[config.mk]
export PLATFORM = sky130hd
export DESIGN_NAME = rd_lat_aligner
export DESIGN_NICKNAME = d
export VERILOG_FILES = /design/src/rtl/rla_pkg.sv /design/src/rtl/rla_cfg.sv /design/src/rtl/rla_window.sv /design/src/rtl/rd_lat_aligner.sv
export SDC_FILE = /design/constraint.sdc
export NUM_CORES = 1
export LEC_CHECK = 0
export BUFFER_PORTS_ARGS = -buffer_cell sky130_fd_sc_hd__buf_2
export CORE_MARGIN = 2
export CORE_UTILIZATION = 57
export DETAILED_ROUTE_END_ITERATION = 8
export PLACE_DENSITY = 0.8
export SETUP_SLACK_MARGIN = 0.3
export SYNTH_ARGS = -nofsm -noshare
export SYNTH_HDL_FRONTEND = slang
export SYNTH_SLANG_ARGS = --single-unit
[constraint.sdc]
create_clock -name clk -period 4.1 [get_ports clk]
set_input_delay 0.205 -clock clk [delete_from_list [all_inputs] [get_ports clk]]
set_output_delay 0.205 -clock clk [all_outputs]
set_load 0.005 [all_outputs]
[src/rtl/rla_pkg.sv]
package rla_pkg;

  typedef struct packed {
    logic       half;
    logic [1:0] whole;
  } lat_code_t;

  function automatic logic lat_ok(input lat_code_t c, input logic fast);
    logic ok;
    case ({c.half, c.whole})
      3'b101:  ok = !fast;
      3'b010:  ok = 1'b1;
      3'b110:  ok = 1'b1;
      3'b011:  ok = fast;
      default: ok = 1'b0;
    endcase
    return ok;
  endfunction

endpackage

[src/rtl/rla_cfg.sv]
module rla_cfg
  import rla_pkg::*;
#(
  parameter int BL_SEL_W   = 2,
  parameter int MAX_BL_LOG = 3
) (
  input  logic                clk,
  input  logic                rst,
  input  logic                idle,
  input  logic [2:0]          lat_in,
  input  logic [BL_SEL_W-1:0] bl_in,
  input  logic                fast_in,
  output lat_code_t           lat_eff,
  output logic [BL_SEL_W-1:0] bl_eff,
  output logic                legal_eff,
  output logic                cur_half,
  output logic                err_q
);

  lat_code_t           lat_q;
  logic [BL_SEL_W-1:0] bl_q;
  logic                fast_q;
  logic                fast_eff;

  always_comb begin
    if (idle) begin
      lat_eff  = lat_code_t'(lat_in);
      bl_eff   = bl_in;
      fast_eff = fast_in;
    end else begin
      lat_eff  = lat_q;
      bl_eff   = bl_q;
      fast_eff = fast_q;
    end
    legal_eff = lat_ok(lat_eff, fast_eff) && (int'(bl_eff) < MAX_BL_LOG);
  end

  always_ff @(posedge clk) begin
    if (rst) begin
      lat_q  <= '0;
      bl_q   <= '0;
      fast_q <= 1'b0;
      err_q  <= 1'b0;
    end else begin
      if (idle) begin
        lat_q  <= lat_eff;
        bl_q   <= bl_eff;
        fast_q <= fast_eff;
      end
      err_q <= !legal_eff;
    end
  end

  assign cur_half = lat_q.half;

  AST_CFG_HOLD: assert property (@(posedge clk) disable iff (rst)
    !idle |=> ($stable(lat_q) && $stable(bl_q) && $stable(fast_q)));

endmodule

[src/rtl/rla_window.sv]
module rla_window #(
  parameter int CNT_W = 2
) (
  input  logic             clk,
  input  logic             rst,
  input  logic             start,
  input  logic [CNT_W-1:0] load_val,
  output logic             act_q,
  output logic             act_d
);

  logic [CNT_W-1:0] cnt_q, cnt_d;

  always_comb begin
    if (start) begin
      cnt_d = load_val;
      act_d = 1'b1;
    end else if (cnt_q != '0) begin
      cnt_d = cnt_q - 1'b1;
      act_d = 1'b1;
    end else begin
      cnt_d = '0;
      act_d = 1'b0;
    end
  end

  always_ff @(posedge clk) begin
    if (rst) begin
      cnt_q <= '0;
      act_q <= 1'b0;
    end else begin
      cnt_q <= cnt_d;
      act_q <= act_d;
    end
  end

  AST_WIN_ENDS: assert property (@(posedge clk) disable iff (rst)
    (act_q && cnt_q == '0 && !start) |=> !act_q);

  AST_WIN_HOLDS: assert property (@(posedge clk) disable iff (rst)
    (cnt_q != '0) |=> act_q);

endmodule

[src/rtl/rd_lat_aligner.sv]
module rd_lat_aligner
  import rla_pkg::*;
#(
  parameter int MAX_LAT    = 3,
  parameter int MAX_BL_LOG = 3,
  parameter int BL_SEL_W   = 2
) (
  input  logic                clk,
  input  logic                rst,
  input  logic                rd_cmd,
  input  logic                fast_grade,
  input  logic [2:0]          lat_code,
  input  logic [BL_SEL_W-1:0] bl_sel,
  output logic                dv_rise,
  output logic                dv_fall,
  output logic                dqs_en_rise,
  output logic                dqs_en_fall,
  output logic                lat_err
);

  localparam int PIPE_D   = MAX_LAT - 1;
  localparam int MAX_HALF = 1 << (MAX_BL_LOG - 1);
  localparam int CNT_W    = (MAX_HALF > 1) ? $clog2(MAX_HALF) : 1;

  lat_code_t           lat_eff;
  logic [BL_SEL_W-1:0] bl_eff;
  logic                legal_eff, cur_half, idle, rd_ok;
  logic [PIPE_D-1:0]   pipe_q;
  logic [MAX_LAT-1:0]  cmd_vec;
  logic [1:0]          win_q, win_d;
  logic [CNT_W-1:0]    load_val;

  rla_cfg #(.BL_SEL_W(BL_SEL_W), .MAX_BL_LOG(MAX_BL_LOG)) u_cfg (
    .clk       (clk),
    .rst       (rst),
    .idle      (idle),
    .lat_in    (lat_code),
    .bl_in     (bl_sel),
    .fast_in   (fast_grade),
    .lat_eff   (lat_eff),
    .bl_eff    (bl_eff),
    .legal_eff (legal_eff),
    .cur_half  (cur_half),
    .err_q     (lat_err)
  );

  assign idle     = (pipe_q == '0) && (win_q == 2'b00);
  assign rd_ok    = rd_cmd && legal_eff;
  assign cmd_vec  = {pipe_q, rd_ok};
  assign load_val = CNT_W'((1 << bl_eff) - 1);

  always_ff @(posedge clk) begin
    if (rst) begin
      pipe_q <= '0;
    end else begin
      pipe_q[0] <= rd_ok;
      for (int i = 1; i < PIPE_D; i++) pipe_q[i] <= pipe_q[i-1];
    end
  end

  // Edge 0 = falling-edge beats (delay = whole), edge 1 = rising (whole + half).
  for (genvar e = 0; e < 2; e++) begin : g_edge
    logic start;
    always_comb begin
      int d;
      d = (e == 0) ? int'(lat_eff.whole) : int'(lat_eff.whole) + int'(lat_eff.half);
      start = 1'b0;
      for (int i = 0; i < MAX_LAT; i++)
        if (d == i + 1) start = cmd_vec[i];
    end
    rla_window #(.CNT_W(CNT_W)) u_win (
      .clk      (clk),
      .rst      (rst),
      .start    (start),
      .load_val (load_val),
      .act_q    (win_q[e]),
      .act_d    (win_d[e])
    );
  end

  always_ff @(posedge clk) begin
    if (rst) begin
      dv_rise     <= 1'b0;
      dv_fall     <= 1'b0;
      dqs_en_rise <= 1'b0;
      dqs_en_fall <= 1'b0;
    end else begin
      dv_rise     <= win_q[1];
      dv_fall     <= win_q[0];
      dqs_en_rise <= win_q[1] | win_q[0];
      dqs_en_fall <= win_q[0] | win_d[1];
    end
  end

  AST_ERR_QUIET: assert property (@(posedge clk) disable iff (rst)
    lat_err |-> (!dv_rise && !dv_fall));

  AST_INT_PAIR: assert property (@(posedge clk) disable iff (rst)
    !cur_half |-> (dv_rise == dv_fall));

  AST_HALF_SHIFT: assert property (@(posedge clk) disable iff (rst)
    (cur_half && $past(cur_half)) |-> (dv_rise == $past(dv_fall)));

  AST_EN_RISE_COVER: assert property (@(posedge clk) disable iff (rst)
    dv_rise |-> dqs_en_rise);

  AST_EN_FALL_COVER: assert property (@(posedge clk) disable iff (rst)
    dv_fall |-> dqs_en_fall);

endmodule

# After elaboration in Yosys (flattened, before gate mapping)
# Index checks and enable logic that the tools add are counted.
[totals] register_bits=19 input_bits=9 wordCells=60
[op_classes] add_sub_neg=4 n_lt_le_gt_ge=1 eq_ne=10 shifts=1 n_mux=18 bitwise_logic=2 n_reduce_logical=10
[op_table] op="3-bit by 2-bit equality test with 1-bit output, second input constant" n=4
[op_table] op="1-bit two-way mux" n=11
[op_table] op="2-bit two-way mux" n=5
[op_table] op="3-bit equality test, second input constant" n=2
[op_table] op="2-bit equality test, second input constant" n=2
[op_table] op="2-bit zero test" n=2
[op_table] op="2-bit nonzero test" n=2
[op_table] op="2-bit by 1-bit subtractor with 2-bit output, second input constant" n=2
[op_table] op="2-bit by 1-bit adder with 3-bit output" n=1
[op_table] op="3-bit by 1-bit equality test with 1-bit output, second input constant" n=1
[op_table] op="1-bit logical AND" n=3
[op_table] op="3-bit two-way mux" n=1
[op_table] op="1-bit one-hot mux with 3 select lines" n=1
[op_table] op="2-bit by 1-bit equality test with 1-bit output, second input constant" n=1
[op_table] op="1-bit zero test" n=2
[op_table] op="2-bit less-than comparator, second input constant" n=1
[op_table] op="1-bit bitwise OR" n=2
[op_table] op="2-bit OR reduction" n=1
[op_table] op="1-bit by 2-bit left shift with 2-bit output, first input constant" n=1
[op_table] op="2-bit subtractor, second input constant" n=1

# Longest topological paths before layout
[logic_depth] ltp_word=13 depth_mapped=10 ltp_nobuf=9

# Modules after synthesis
# Synthesis repeated with hierarchy kept, for this count alone.
[hier_totals] cells_unflattened=78 hier_area_um2=798.3
[by_module_without_submodules] mod="rla_cfg" n_inst=1 cells_per_inst=30 area_per_inst_um2=314.1
[by_module_without_submodules] mod="rd_lat_aligner" n_inst=1 cells_per_inst=26 area_per_inst_um2=261.5
[by_module_without_submodules] mod="rla_window" n_inst=2 cells_per_inst=11 area_per_inst_um2=111.4

# Worst setup path after synthesis
# Ideal clock, no wire load.
[synth_timing] kind="register to register" start="reg pipe_q[1]" end="reg g_edge[1].u_win.cnt_q[0]" setup_time_ns=0.124 arrival_ns=2.208 slack_ns=1.769 path_stages_with_launch=11 path_buffers=1 period_less_slack_ns=2.331 cell_sequence="dfxtp_1 > or4_4 > buf_6 > nand2_1 > nand2_1 > ha_1 > ha_1 > and2b_2 > nor3b_2 > a31oi_4 > mux2i_1"
[synth_lines] element="start: declaration" line="rd_lat_aligner.sv:28" text="logic [PIPE_D-1:0] pipe_q;"
[synth_lines] element="start signal: assignment" line="rd_lat_aligner.sv:54" text="pipe_q <= '0;"
[synth_lines] element="end signal: assignment" line="rla_window.sv:32" text="cnt_q <= cnt_d;"
[synth_lines] element="end: declaration" line="rla_window.sv:12" text="logic [CNT_W-1:0] cnt_q, cnt_d;"

==> run summary <==
Row count: 14
Post-synthesis register bit count: 19
# IOs: 14
Final setup fails: 0
Vias in the first global route: 664
Setup_tns: 0 ns
Worst Path Required: 4.30 ns
Post-CTS setup buffer count: 0
Delay-heaviest family, CP: simple AND/OR/NAND/NOR gates
Async set-reset flop share out of synthesis: 0%
CP max stage cell: or4_4
Reg2Reg Depth: 9
Detailed Place HPWL: 1180 um
Largest net degree at the start of global routing: 20
Post-route DRC: 0
Drt pass-1 iters: 4
Core outline area: 0.00149 mm^2
Actual slew at the worst max-slew pin: 0.319 ns
Hold crit path type: input port to register
Max FO, Critical Path: 8
Average vias per placed instance: 5.67
Final worst slack: 1.66 ns
Area grow syn2layout: 9.82%
WL/cell: 12.7 um
Count leader, synth: dfxtp_1
Max-slew violation count: 0
Die Span Y: 43.8 um
Post-synth top area share: 42.0%
Syn Inst Count: 92
CTS root buf: clkbuf_4
Worst path depth: 9
CTS max path bufs: 2
Grt ovf: 0
Commonest cells in the netlist: 19 x dfxtp_1, 13 x nand2_1, 7 x mux2i_1
Crit path kind: register to register
# clock sinks: 19
Final min period: 2.44 ns
CTS tree: done
# fillers: 125
Unrepaired setup endpoints after global routing: no
Nets@finish: 118
Initial antenna violation count: 0
First-pass GRT wire length: 2790 um
Top FF cell, synth: dfxtp_1
Outcome: complete, no violations
Ranking of synthesized cells by area: dfxtp_1 42%, mux2i_1 7.7%, nand2_1 5.4%
Crit path launch type: register
Via count: 692
YS warnings: 0
ANT nets after route: 0
Port bufs: 13
H-tree Lvls: 1
Max Freq: 0.409 GHz
Yosys top cell by area: dfxtp_1
DP Worst Slack: 1.67 ns
WP data arrival: 2.64 ns
# resized after CTS: 0
Post-Syn Area: 905 um^2
Wirelength, routed: 1550 um
Cells along the critical path: or4_4, nand2_1, nand2_1, ha_1, ha_1, and2b_2, nor3b_2, a31oi_4, mux2i_1
Number of diodes: 0
Post-synth EDFFs: 0
Placed insts: 118
Hold path depth: 3
Non-Filler Instances: 122
Bufs and invs on worst path: 0
Post-synthesis sequential area ratio: 42.0%
Syn_area_per_cell: 9.83 um^2
Hold Vio Cnt, Final: 0
Post-synthesis cell type count: 33
Layout Utilization: 66.7%
Starting Density: 60.8%
Layout cells sized above 1: 27.4%
Clock Skew: 0.00328 ns
Maximum VDD drop: 0.000372 V
Initial DRC Count: 6
Die width: 43.8 um
CP peak stage delay: 0.61 ns
Worst-skew pair later-pin latency: 0.30 ns
Total CTS buffers: 3
Final Cycle Share: 59.6%
Max-cap violations: 0
Die ar.: 0.00192 mm^2
Final RePlAce weighted congestion: 0.733
GRT Util Overall: 19.1%
Hold buffers post-CTS: 0
Reg clk slew, reported paths: 0.11 ns
CP endpoint kind: register
Slew HR: 78.1%
Pwr dens: 535 mW/mm^2
Leak: 0.459 nW
Mapped Nets: 103
-- power breakdown --
| group | switching (W) | internal [W] |
|---|---|---|
| combinational | 0.000100 | 0.0000987 |
| sequential | 0.0000220 | 0.000214 |
| clock | 0.0000581 | 0.0000379 |
| total | 0.000180 | 0.000351 |
-- state kept, by name, indices dropped and copies added (netlist names), 2 cells and up --
register            flops
u_cfg.lat_q             2
g_edge.u_win.act_q      2
g_edge.u_win.cnt_q      4
pipe_q                  2
u_cfg.bl_q              2
-- per-layer routing --
layer	vias up	part of all wire [%]	global-route usage [%]
met2	10	49	31.8
li1	352	-	-
met4	0	0.65	5.45
met3	2	2.8	3.75
met1	328	48	24.9
met5	-	0	0
-- worst register-to-register path, stage by stage (launching register included) --
cell and delay, ns:
dfxtp_1 0.37, or4_4 0.61, nand2_1 0.10, nand2_1 0.07, ha_1 0.21, ha_1 0.28, and2b_2 0.21, nor3b_2 0.23
a31oi_4 0.15, mux2i_1 0.13
-- worst paths after layout --
path | slack (ns) | to | from
max | 1.66 | g_edge[1].u_win.cnt_q[1] | pipe_q[1]
max reg2reg | 1.66 | g_edge[1].u_win.cnt_q[1] | pipe_q[1]
min | 0.16 | u_cfg.bl_q[0] | bl_sel[0]
min reg2reg | 0.48 | u_cfg.bl_q[0] | u_cfg.bl_q[0]
-- kinds of logic after synthesis --
kind of cell | after synthesis | synth area share (%)
fa+ha+maj | 2 | 2.77
mux | 8 | 8.99
buf+inv | 8 | 4.98
compound gates | 12 | 11.3
simple gates | 43 | 29.9
flops | 19 | 42.0
-- area by class of cell --
type,count,area [um^2],share of cell area (%)
clock buffers,4,26.3,2.64
inverters,4,15.0,1.51
well taps,16,20.0,2.02
multi-input cells,65,479,48.2
repair buffers,14,72.6,7.30
flip-flops and latches,19,380,38.3
-- cells in the final DEF (no fill, tap or decap), drive strengths merged, types with 4 or more instances in the layout --
master  synthesis  routed
a21oi           5       5
nor3            4       4
dfxtp          19      19
nand2          13      13
mux2i           7       7
nor2            4       4
inv             4       4
nor2b           5       5
clkbuf          1       4
buf             3      14
-- stage by stage --
step	hold slack (ns)	instance area, um^2	power [W]
3_5_place_dp	0.468	967	0.000440
5_1_grt	0.167	993	0.000564
2_1_floorplan	0.341	905	0.000404
3_3_place_gp	0.459	967	0.000432
6_report	0.156	993	0.000531
4_1_cts	0.163	993	0.000532
Power figures use the tool's default switching activity.
